## config.mk

```make
export PLATFORM = sky130hd
export DESIGN_NAME = cmd_bus_bridge
export DESIGN_NICKNAME = d
export VERILOG_FILES = /design/src/rtl/cmd_bus_bridge_pkg.sv /design/src/rtl/cmd_bus_bridge_seq.sv /design/src/rtl/cmd_bus_bridge_csr.sv /design/src/rtl/cmd_bus_bridge.sv
export SDC_FILE = /design/constraint.sdc
export NUM_CORES = 1
export LEC_CHECK = 0
export BUFFER_PORTS_ARGS = -buffer_cell sky130_fd_sc_hd__buf_2
export CORE_MARGIN = 3
export CORE_UTILIZATION = 42
export DETAILED_ROUTE_END_ITERATION = 8
export MAX_ROUTING_LAYER = met4
export RECOVER_POWER = 100
export SLEW_MARGIN = 0
export SYNTH_ARGS = -nofsm -noshare
export SYNTH_HDL_FRONTEND = slang
export SYNTH_HIERARCHICAL = 1
export SYNTH_SLANG_ARGS = --single-unit
```

## constraint.sdc

```tcl
create_clock -name clk -period 3.7 [get_ports clk]
set_clock_uncertainty 0.1 [all_clocks]
set_input_delay 0.37 -clock clk [delete_from_list [all_inputs] [get_ports clk]]
set_output_delay 0.37 -clock clk [all_outputs]
set_load 0.005 [all_outputs]
```

## src/rtl/cmd_bus_bridge_pkg.sv

```systemverilog
package cmd_bus_bridge_pkg;
  typedef enum logic [1:0] {
    RSP_HALF  = 2'd0,
    RSP_FULL  = 2'd1,
    RSP_ERR   = 2'd2,
    RSP_RETRY = 2'd3
  } rsp_e;

  typedef enum logic {
    ST_IDLE = 1'b0,
    ST_WAIT = 1'b1
  } seq_state_e;

  localparam int OFF_LAUNCH = 'h04;
  localparam int OFF_CHSEL  = 'h10;
  localparam int OFF_CMD    = 'h14;
  localparam int OFF_SIZE   = 'h18;
  localparam int OFF_ADDR   = 'h1C;
  localparam int OFF_WDATA  = 'h20;
  localparam int OFF_ICLR   = 'h40;
  localparam int OFF_IMASK  = 'h44;
  localparam int OFF_ISTAT  = 'h48;
  localparam int OFF_RLIM   = 'h64;
  localparam int OFF_XSTAT  = 'h80;
  localparam int OFF_RDATA  = 'h84;

  localparam int XS_HALF  = 0;
  localparam int XS_FULL  = 1;
  localparam int XS_ERR   = 2;
  localparam int XS_RETRY = 3;
  localparam int XS_TMO   = 4;
  localparam int XS_W     = 5;

  localparam int DONE_BIT = 16;
endpackage

```

## src/rtl/cmd_bus_bridge_seq.sv

```systemverilog
module cmd_bus_bridge_seq
  import cmd_bus_bridge_pkg::*;
#(
  parameter int DW          = 32,
  parameter int LIM_W       = 8,
  parameter int TIMEOUT_CYC = 1024
) (
  input  logic             clk,
  input  logic             rst,
  input  logic             launch,
  input  logic             cfg_read,
  input  logic [31:0]      cfg_size,
  input  logic [DW-1:0]    cfg_addr,
  input  logic [DW-1:0]    cfg_wdata,
  input  logic [LIM_W-1:0] retry_lim,
  output logic             busy,
  output logic             done,
  output logic [XS_W-1:0]  xstat,
  output logic             rd_cap,
  output logic [DW-1:0]    rd_val,
  output logic             dn_req,
  output logic             dn_read,
  output logic [1:0]       dn_size,
  output logic [DW-1:0]    dn_addr,
  output logic [DW-1:0]    dn_wdata,
  input  logic             dn_rsp_valid,
  input  logic [1:0]       dn_rsp,
  input  logic [DW-1:0]    dn_rdata
);
  localparam int TMO_W = $clog2(TIMEOUT_CYC + 1);

  seq_state_e       state;
  logic [TMO_W-1:0] tmo_cnt;
  logic [LIM_W-1:0] retry_cnt;
  logic             size_ok;
  logic [DW-1:0]    rd_mask;
  rsp_e             rsp;

  assign size_ok = (cfg_size == 32'd0) || (cfg_size == 32'd1) || (cfg_size == 32'd3);
  assign busy    = (state == ST_WAIT);
  assign rsp     = rsp_e'(dn_rsp);

  always_comb begin
    case (dn_size)
      2'd0:    rd_mask = DW'({8{1'b1}});
      2'd1:    rd_mask = DW'({16{1'b1}});
      default: rd_mask = '1;
    endcase
  end

  always_ff @(posedge clk) begin
    if (rst) begin
      state     <= ST_IDLE;
      tmo_cnt   <= '0;
      retry_cnt <= '0;
      done      <= 1'b0;
      xstat     <= '0;
      rd_cap    <= 1'b0;
      rd_val    <= '0;
      dn_req    <= 1'b0;
      dn_read   <= 1'b0;
      dn_size   <= '0;
      dn_addr   <= '0;
      dn_wdata  <= '0;
    end else begin
      done   <= 1'b0;
      rd_cap <= 1'b0;
      case (state)
        ST_IDLE: begin
          if (launch) begin
            xstat     <= '0;
            tmo_cnt   <= '0;
            retry_cnt <= '0;
            if (size_ok) begin
              state    <= ST_WAIT;
              dn_req   <= 1'b1;
              dn_read  <= cfg_read;
              dn_size  <= cfg_size[1:0];
              dn_addr  <= cfg_addr;
              dn_wdata <= cfg_wdata;
            end else begin
              done         <= 1'b1;
              xstat[XS_ERR] <= 1'b1;
            end
          end
        end
        ST_WAIT: begin
          if (dn_rsp_valid) begin
            tmo_cnt <= '0;
            case (rsp)
              RSP_HALF, RSP_FULL: begin
                xstat[(rsp == RSP_HALF) ? XS_HALF : XS_FULL] <= 1'b1;
                state  <= ST_IDLE;
                dn_req <= 1'b0;
                done   <= 1'b1;
                if (dn_read) begin
                  rd_cap <= 1'b1;
                  rd_val <= dn_rdata & rd_mask;
                end
              end
              RSP_ERR: begin
                xstat[XS_ERR] <= 1'b1;
                state  <= ST_IDLE;
                dn_req <= 1'b0;
                done   <= 1'b1;
              end
              default: begin
                xstat[XS_RETRY] <= 1'b1;
                if (retry_cnt == retry_lim) begin
                  xstat[XS_ERR] <= 1'b1;
                  state  <= ST_IDLE;
                  dn_req <= 1'b0;
                  done   <= 1'b1;
                end else begin
                  retry_cnt <= retry_cnt + 1'b1;
                end
              end
            endcase
          end else if (tmo_cnt == TMO_W'(TIMEOUT_CYC - 1)) begin
            xstat[XS_TMO] <= 1'b1;
            state  <= ST_IDLE;
            dn_req <= 1'b0;
            done   <= 1'b1;
          end else begin
            tmo_cnt <= tmo_cnt + 1'b1;
          end
        end
        default: state <= ST_IDLE;
      endcase
    end
  end
endmodule

```

## src/rtl/cmd_bus_bridge_csr.sv

```systemverilog
module cmd_bus_bridge_csr
  import cmd_bus_bridge_pkg::*;
#(
  parameter int CSR_AW    = 8,
  parameter int DW        = 32,
  parameter int LIM_W     = 8,
  parameter int LIM_RESET = 16
) (
  input  logic             clk,
  input  logic             rst,
  input  logic             csr_wr,
  input  logic [CSR_AW-1:0] csr_addr,
  input  logic [31:0]      csr_wdata,
  output logic [31:0]      csr_rdata,
  output logic             launch,
  output logic             cfg_read,
  output logic [31:0]      cfg_size,
  output logic [DW-1:0]    cfg_addr,
  output logic [DW-1:0]    cfg_wdata,
  output logic [LIM_W-1:0] retry_lim,
  output logic             done_flag,
  output logic             done_mask,
  input  logic             done,
  input  logic [XS_W-1:0]  xstat,
  input  logic             rd_cap,
  input  logic [DW-1:0]    rd_val
);
  logic          chsel;
  logic [DW-1:0] rd_hold;

  function automatic logic hit(input logic [CSR_AW-1:0] a, input int off);
    return a == CSR_AW'(off);
  endfunction

  assign launch = csr_wr && hit(csr_addr, OFF_LAUNCH) && csr_wdata[0];

  always_ff @(posedge clk) begin
    if (rst) begin
      cfg_read  <= 1'b0;
      cfg_size  <= '0;
      cfg_addr  <= '0;
      cfg_wdata <= '0;
      retry_lim <= LIM_W'(LIM_RESET);
      chsel     <= 1'b0;
      done_mask <= 1'b0;
      done_flag <= 1'b0;
      rd_hold   <= '0;
    end else begin
      if (csr_wr) begin
        if (hit(csr_addr, OFF_CMD))   cfg_read  <= csr_wdata[0];
        if (hit(csr_addr, OFF_SIZE))  cfg_size  <= csr_wdata;
        if (hit(csr_addr, OFF_ADDR))  cfg_addr  <= DW'(csr_wdata);
        if (hit(csr_addr, OFF_WDATA)) cfg_wdata <= DW'(csr_wdata);
        if (hit(csr_addr, OFF_RLIM))  retry_lim <= csr_wdata[LIM_W-1:0];
        if (hit(csr_addr, OFF_CHSEL)) chsel     <= csr_wdata[0];
        if (hit(csr_addr, OFF_IMASK)) done_mask <= csr_wdata[DONE_BIT];
      end
      if (done) done_flag <= 1'b1;
      else if (csr_wr && hit(csr_addr, OFF_ICLR) && csr_wdata[0]) done_flag <= 1'b0;
      if (rd_cap) rd_hold <= rd_val;
    end
  end

  always_ff @(posedge clk) begin
    if (rst) begin
      csr_rdata <= '0;
    end else begin
      csr_rdata <= '0;
      if (hit(csr_addr, OFF_CHSEL)) csr_rdata <= {31'd0, chsel};
      if (hit(csr_addr, OFF_CMD))   csr_rdata <= {31'd0, cfg_read};
      if (hit(csr_addr, OFF_SIZE))  csr_rdata <= cfg_size;
      if (hit(csr_addr, OFF_ADDR))  csr_rdata <= 32'(cfg_addr);
      if (hit(csr_addr, OFF_WDATA)) csr_rdata <= 32'(cfg_wdata);
      if (hit(csr_addr, OFF_RLIM))  csr_rdata <= 32'(retry_lim);
      if (hit(csr_addr, OFF_IMASK)) csr_rdata[DONE_BIT] <= done_mask;
      if (hit(csr_addr, OFF_ISTAT)) csr_rdata[DONE_BIT] <= done_flag;
      if (hit(csr_addr, OFF_XSTAT)) csr_rdata <= 32'(xstat);
      if (hit(csr_addr, OFF_RDATA)) csr_rdata <= 32'(rd_hold);
    end
  end
endmodule

```

## src/rtl/cmd_bus_bridge.sv

```systemverilog
module cmd_bus_bridge
  import cmd_bus_bridge_pkg::*;
#(
  parameter int CSR_AW      = 8,
  parameter int LIM_W       = 8,
  parameter int LIM_RESET   = 16,
  parameter int TIMEOUT_CYC = 1024
) (
  input  logic              clk,
  input  logic              rst,
  input  logic              csr_wr,
  input  logic [CSR_AW-1:0] csr_addr,
  input  logic [31:0]       csr_wdata,
  output logic [31:0]       csr_rdata,
  output logic              irq,
  output logic              dn_req,
  output logic              dn_read,
  output logic [1:0]        dn_size,
  output logic [31:0]       dn_addr,
  output logic [31:0]       dn_wdata,
  input  logic              dn_rsp_valid,
  input  logic [1:0]        dn_rsp,
  input  logic [31:0]       dn_rdata
);
  localparam int DW = 32;

  logic             launch, cfg_read, busy, done, rd_cap, done_flag, done_mask;
  logic [31:0]      cfg_size;
  logic [DW-1:0]    cfg_addr, cfg_wdata, rd_val;
  logic [LIM_W-1:0] retry_lim;
  logic [XS_W-1:0]  xstat;

  cmd_bus_bridge_csr #(
    .CSR_AW(CSR_AW), .DW(DW), .LIM_W(LIM_W), .LIM_RESET(LIM_RESET)
  ) u_csr (
    .clk(clk), .rst(rst), .csr_wr(csr_wr), .csr_addr(csr_addr),
    .csr_wdata(csr_wdata), .csr_rdata(csr_rdata), .launch(launch),
    .cfg_read(cfg_read), .cfg_size(cfg_size), .cfg_addr(cfg_addr),
    .cfg_wdata(cfg_wdata), .retry_lim(retry_lim), .done_flag(done_flag),
    .done_mask(done_mask), .done(done), .xstat(xstat), .rd_cap(rd_cap),
    .rd_val(rd_val)
  );

  cmd_bus_bridge_seq #(
    .DW(DW), .LIM_W(LIM_W), .TIMEOUT_CYC(TIMEOUT_CYC)
  ) u_seq (
    .clk(clk), .rst(rst), .launch(launch), .cfg_read(cfg_read),
    .cfg_size(cfg_size), .cfg_addr(cfg_addr), .cfg_wdata(cfg_wdata),
    .retry_lim(retry_lim), .busy(busy), .done(done), .xstat(xstat),
    .rd_cap(rd_cap), .rd_val(rd_val), .dn_req(dn_req), .dn_read(dn_read),
    .dn_size(dn_size), .dn_addr(dn_addr), .dn_wdata(dn_wdata),
    .dn_rsp_valid(dn_rsp_valid), .dn_rsp(dn_rsp), .dn_rdata(dn_rdata)
  );

  assign irq = done_flag & done_mask;
endmodule

```

; Word-level counts from Yosys, hierarchy flattened
; Index checks and enable logic that the tools add are counted.
[word_totals]
register_bits = 299
inputBits = 78
output_inout_bits = 101
elab_cells = 153
[op_classes]
n_addsub = 2
n_lt_le_gt_ge = 2
n_eq_ne = 31
n_mux = 57
bitwise_logic = 6
reduce_logical = 30
[ops]
columns = cell, n
row1 = two-way mux 32 bit, 6
row2 = one-hot mux 32 bit (2 select lines), 1
row3 = two-way mux 11 bit, 3
row4 = bitwise AND 32 bit, 1
row5 = "equality test 32 x 1 -> 1 bit, second input constant", 1
row6 = "equality test 32 x 2 -> 1 bit, second input constant", 1
row7 = "equality test 8 x 5 -> 1 bit, second input constant", 4
row8 = "equality test 8 x 7 -> 1 bit, second input constant", 4
row9 = "greater-or-equal comparator 32 x 1 -> 1 bit, second input constant", 1
row10 = logical NOT 32 bit, 1
row11 = "less-than comparator 32 x 5 -> 1 bit, second input constant", 1
row12 = two-way mux 8 bit, 4
row13 = two-way mux 1 bit, 31
row14 = one-hot mux 11 bit (2 select lines), 1
row15 = "equality test 8 bit, second input constant", 2
row16 = one-hot mux 8 bit (2 select lines), 1
row17 = AND reduction 2 bit, 8
row18 = AND reduction 3 bit, 5
row19 = "!= test 2 bit, second input constant", 6
row20 = AND reduction 4 bit, 3
row21 = "adder 11 x 1 -> 11 bit, second input constant", 1
row22 = "equality test 11 x 10 -> 1 bit, second input constant", 1
row23 = one-hot mux 1 bit (2 select lines), 5
row24 = one-hot mux 5 bit (2 select lines), 1
row25 = other kinds (23), 35

; Longest topological paths before layout
[logic_depth]
word_depth = 11
mapped_depth = 10
depth_no_buf = 7

; Hierarchy
; The synthesis kept the hierarchy.
[modules_own_cells]
columns = module, instances, cells_each, area_per_inst_um2, seq_area_each_um2
row1 = cmd_bus_bridge_csr, 1, 865, 7402.1, 3443.3
row2 = cmd_bus_bridge_seq, 1, 482, 4863.4, 2542.4
row3 = cmd_bus_bridge, 1, 1, 6.3, 0.0

; Least setup slack after synthesis
; Ideal clock, no wire load.
[synth_path]
path_type = input port to flip-flop
start = in csr_addr[2]
end = reg u_seq.dn_addr[24]
setup_ns = 0.128
t_arrival_ns = 2.332
required_ns = 3.472
slack_ns = 1.141
stages = 10
n_path_buf = 4
cell_sequence = buf_2 > nor4b_2 > and4_1 > nand2b_1 > nor4_1 > buf_2 > buf_6 > buf_6 > mux2i_1 > nor2_1
[synth_via]
elab_chain_len = 4
[synth_rtl]
columns = item, line
row1 = "start, declared", cmd_bus_bridge.sv:12  ; input logic [CSR_AW-1:0] csr_addr,
row2 = equality test 8 x 3 -> 1 bit, cmd_bus_bridge_csr.sv:32  ; return a == CSR_AW'(off);
row3 = logical AND 1 bit (2 in a row), cmd_bus_bridge_csr.sv:35  ; assign launch = csr_wr && hit(csr_addr, OFF_LAUNCH) && csr_wdata[0];
row4 = net launch, cmd_bus_bridge.sv:27  ; logic launch, cfg_read, busy, done, rd_cap, done_flag, done_mask;
row5 = AND reduction 3 bit (no line), -
row6 = "end signal, assigned", cmd_bus_bridge_seq.sv:79  ; dn_addr <= cfg_addr;
row7 = "end, declared", cmd_bus_bridge_seq.sv:24  ; output logic [DW-1:0] dn_addr,
; The timed path passes the listed nets, and every way through them passes these cells.
; A chain may end at the register's enable or synchronous reset.

; Worst setup path in the final report
[layout_path]
start = in csr_addr[2]
end = reg u_csr.cfg_wdata[19]
[layout_via]
elab_chain_len = 2
[layout_rtl]
columns = item, line
row1 = equality test 8 x 6 -> 1 bit, cmd_bus_bridge_csr.sv:32
row2 = AND reduction 2 bit (no line), -
row3 = "end signal, assigned", cmd_bus_bridge_csr.sv:53  ; if (hit(csr_addr, OFF_WDATA)) cfg_wdata <= DW'(csr_wdata);
row4 = "end, declared", cmd_bus_bridge_csr.sv:19  ; output logic [DW-1:0] cfg_wdata,
; No other way between the ends.

==> flow_summary.toml <==
[status]
outcome = "complete, but fails checks"
violations = "capacitance limit, slew limit"

[cts]
cts_tree = "built"
cts_root_buf = "clkbuf_16"
htree_levels = 2
cts_buffer_depth = 3
insertion_delay_ns = 0.51
cts_resized = 0
clkSinkCount = 299
post_cts_buffers = 0
clk_pin_slew_ns = 0.06
cts_buffers = 34

[final_layout]
utilization_pct = 51.4
area_delta_synth_final_pct = 18.6
fin_nets = 1598
drive_above_1_share_pct = 16.3

[die]
dieArea_mm2 = 0.0313
start_util_pct = 43.3
rows = 61
die_y_um = 177
die_x_um = 177
coreArea_mm2 = 0.0283
num_io_pins = 179

[route]
drt-wirelength-per-cell_um = 18.3
dr.pass1.iters = 5
drtIter0Drc = 676
vias = 10200
viasPerCell = 5.29
drtAntennaViolNets = 0
drcViolationCount = 0
drt_wl_total_um = 35100

[synthesis]
synth-seq-area-share_pct = 48.8
synth_nets = 1428
synth.distinct_cells = 73
syn_avg_cell_area_um2 = 9.10
postSynth.asyncResetShare_pct = 0
synth_seq_cells = 299
netlist_instances = 1348
synth.cell_area_mm2 = 0.0123
synth_enable_flop_cells = 0
yosysWarnings = 6
synth_ff_type = "dfxtp_1"

[placed_design]
gp_congestion = 0.868
hpwl_um = 23700
io_buffers = 178

[worst_hold_path]
hp-class = "in -> reg"
hold_start = "dn_rdata[8]"

[power]
vdd_drop_max_v = 0.000305
p_per_area_mw_per_mm2 = 468
leakage_nw = 5.34

[critical_path]
start_kind = "input pin"
worst-path-max-fanout = 51
endpoint_kind = "flip-flop"
worstPathRequired_ns = 4.03
rr_startpoint = "u_seq/busy"
crit_start = "csr_addr[2]"
critPathArrivalTime_ns = 3.37
path_class = "in -> reg"

[global_route]
grt_pass1_vias = 9707
grt_max_degree = 72
grt.overflow.total = 0
antenna_found_initial = 3
gr-usage-all-layers_pct = 22.6
grt_pass1_wl_um = 54500

[sta]
finalSetupViolCount = 0
slew_viol_final = 44
hold_viol = 0
period_share_pct = 82.2
final.min_clock_period_ns = 3.04
relSlewSlack_pct = -46.1
tightest_slew_ns = 2.19
grt_setup_unrepaired = "false"
max_freq_ghz = 0.329
fin_setup_tns_ns = 0

[flow_run]
max-cap-violations = 2
## layout by cell type, fill, tap and decap left out, types with 17 or more instances in the layout
master,netlist,final
dfxtp_1,299,299
nand2_1,232,232
nor2_1,171,171
a21oi_1,140,140
buf_2,26,126
mux2i_1,118,118
clkbuf_1,44,61
clkbuf_16,0,35
inv_1,33,33
a22o_1,27,27
mux2_2,24,24
dlygate4sd3_1,0,22
nand3_1,21,22
o32ai_1,5,17
## power by group
group | switching (mW) | internal, mW
Combinational | 0.154 | 0.0768
Clock | 1.31 | 2.05
Sequential | 0.00161 | 3.22
Total | 1.47 | 5.35
## Yosys cell counts, types with 3 or more instances
cell	n	area, µm²
dfxtp_1	299	5990
nand2_1	232	871
nor2_1	171	642
a21oi_1	140	701
mux2i_1	118	1180
clkbuf_1	44	165
inv_1	33	124
a22o_1	27	236
buf_2	26	130
mux2_2	24	270
nand3_1	21	105
o32ai_2	19	309
nor4_1	12	75.1
nor3_1	11	55.1
xnor2_1	10	87.6
xor2_1	10	87.6
buf_1	9	33.8
a22oi_1	7	52.6
and3_1	7	43.8
buf_4	7	52.6
and2_1	6	37.5
buf_6	6	67.6
or3_1	6	37.5
o21ai_0	5	25.0
o32ai_1	5	43.8
a31oi_1	4	25.0
nand2b_1	4	25.0
nand3b_1	4	30.0
nand4_1	4	25.0
nor2b_1	4	25.0
nor3b_1	4	30.0
a211oi_1	3	22.5
a2bb2oi_1	3	26.3
a32o_1	3	30.0
nor4b_2	3	45.0
o211ai_1	3	22.5
o21a_1	3	22.5
o221ai_1	3	26.3
## per-layer routing
layer  share of wire, %  track usage (%)  vias to the layer above
li1                   -                -                     4982
met1                 46             30.8                     4785
met2                 44             33.7                      353
met3                7.2             4.55                       60
met4                3.0             7.30                        0
met5                  0                -                        -
## critical path, stage by stage
cell and delay (ns):
buf_2 0.10, clkbuf_2 0.74, nor4_1 0.59, clkbuf_1 0.49, and3_1 0.25, clkbuf_1 0.51
nand2_1 0.14, a21oi_1 0.16
## metrics by stage
step	hold WS, ns	total power [mW]	instances	instance area (µm²)	worst slack (ns)
finish	0.0101	6.81	1923	14600	0.660
global route	0.0173	7.04	1923	14600	0.522
CTS	0.00309	6.90	1920	14800	1.20
detailed placement	0.339	3.51	1838	13400	0.709
global placement	0.335	3.51	1838	13400	0.801
floorplan	0.313	3.40	1348	12300	1.14
## state kept, by name, indices dropped and copies added, names as in the netlist, 2 cells and up
name / count
u_csr/cfg_addr: 32
u_csr/cfg_size: 32
u_csr/cfg_wdata: 32
u_csr/csr_rdata: 32
u_csr/rd_hold: 32
u_csr/retry_lim: 8
u_seq/dn_addr: 32
u_seq/dn_size: 2
u_seq/dn_wdata: 32
u_seq/rd_val: 32
u_seq/retry_cnt: 8
u_seq/tmo_cnt: 11
u_seq/xstat: 5
## area by class of cell
cell class                      instances  area [µm²]
Sequential cell                       299        5990
Clock inverter                         12         114
Clock buffer                           48        1010
Inverter                               34         128
Tap cell                              378         473
Multi-Input combinational cell        923        5590
Timing Repair Buffer                  226        1250
Antenna cell                            3        7.51
Fill cell                            2718       13800
## path summary, 6_finish.rpt
kind                    endpoint  slack [ns]  cells after the start
max          u_csr/cfg_wdata[19]        0.66                      8
min              u_seq/rd_val[8]        0.01                      2
max reg2reg     u_seq/rd_val[29]        0.90                      5
min reg2reg      u_seq/rd_val[1]        0.36                      2
## repair_timing
item / in CTS / in global routing
endpoints found under the setup margin: 0 / 0
hold buffers: 22 / 0
hold endpoints to repair: 22 / 0
## kinds of logic (layout without fill, tap and decap cells)
| group | after synthesis | count (layout) | share of synthesized area [%] |
|---|---|---|---|
| buf+inv | 126 | 320 | 4.70 |
| mux | 142 | 142 | 11.8 |
| simple gates | 517 | 517 | 19.3 |
| fa+ha+maj | 2 | 2 | 0.204 |
| flops | 299 | 299 | 48.8 |
| compound gates | 242 | 242 | 13.7 |
| other cells | 0 | 3 | 0 |
| xor+xnor | 20 | 20 | 1.43 |
(Power assumes the default switching activity.)
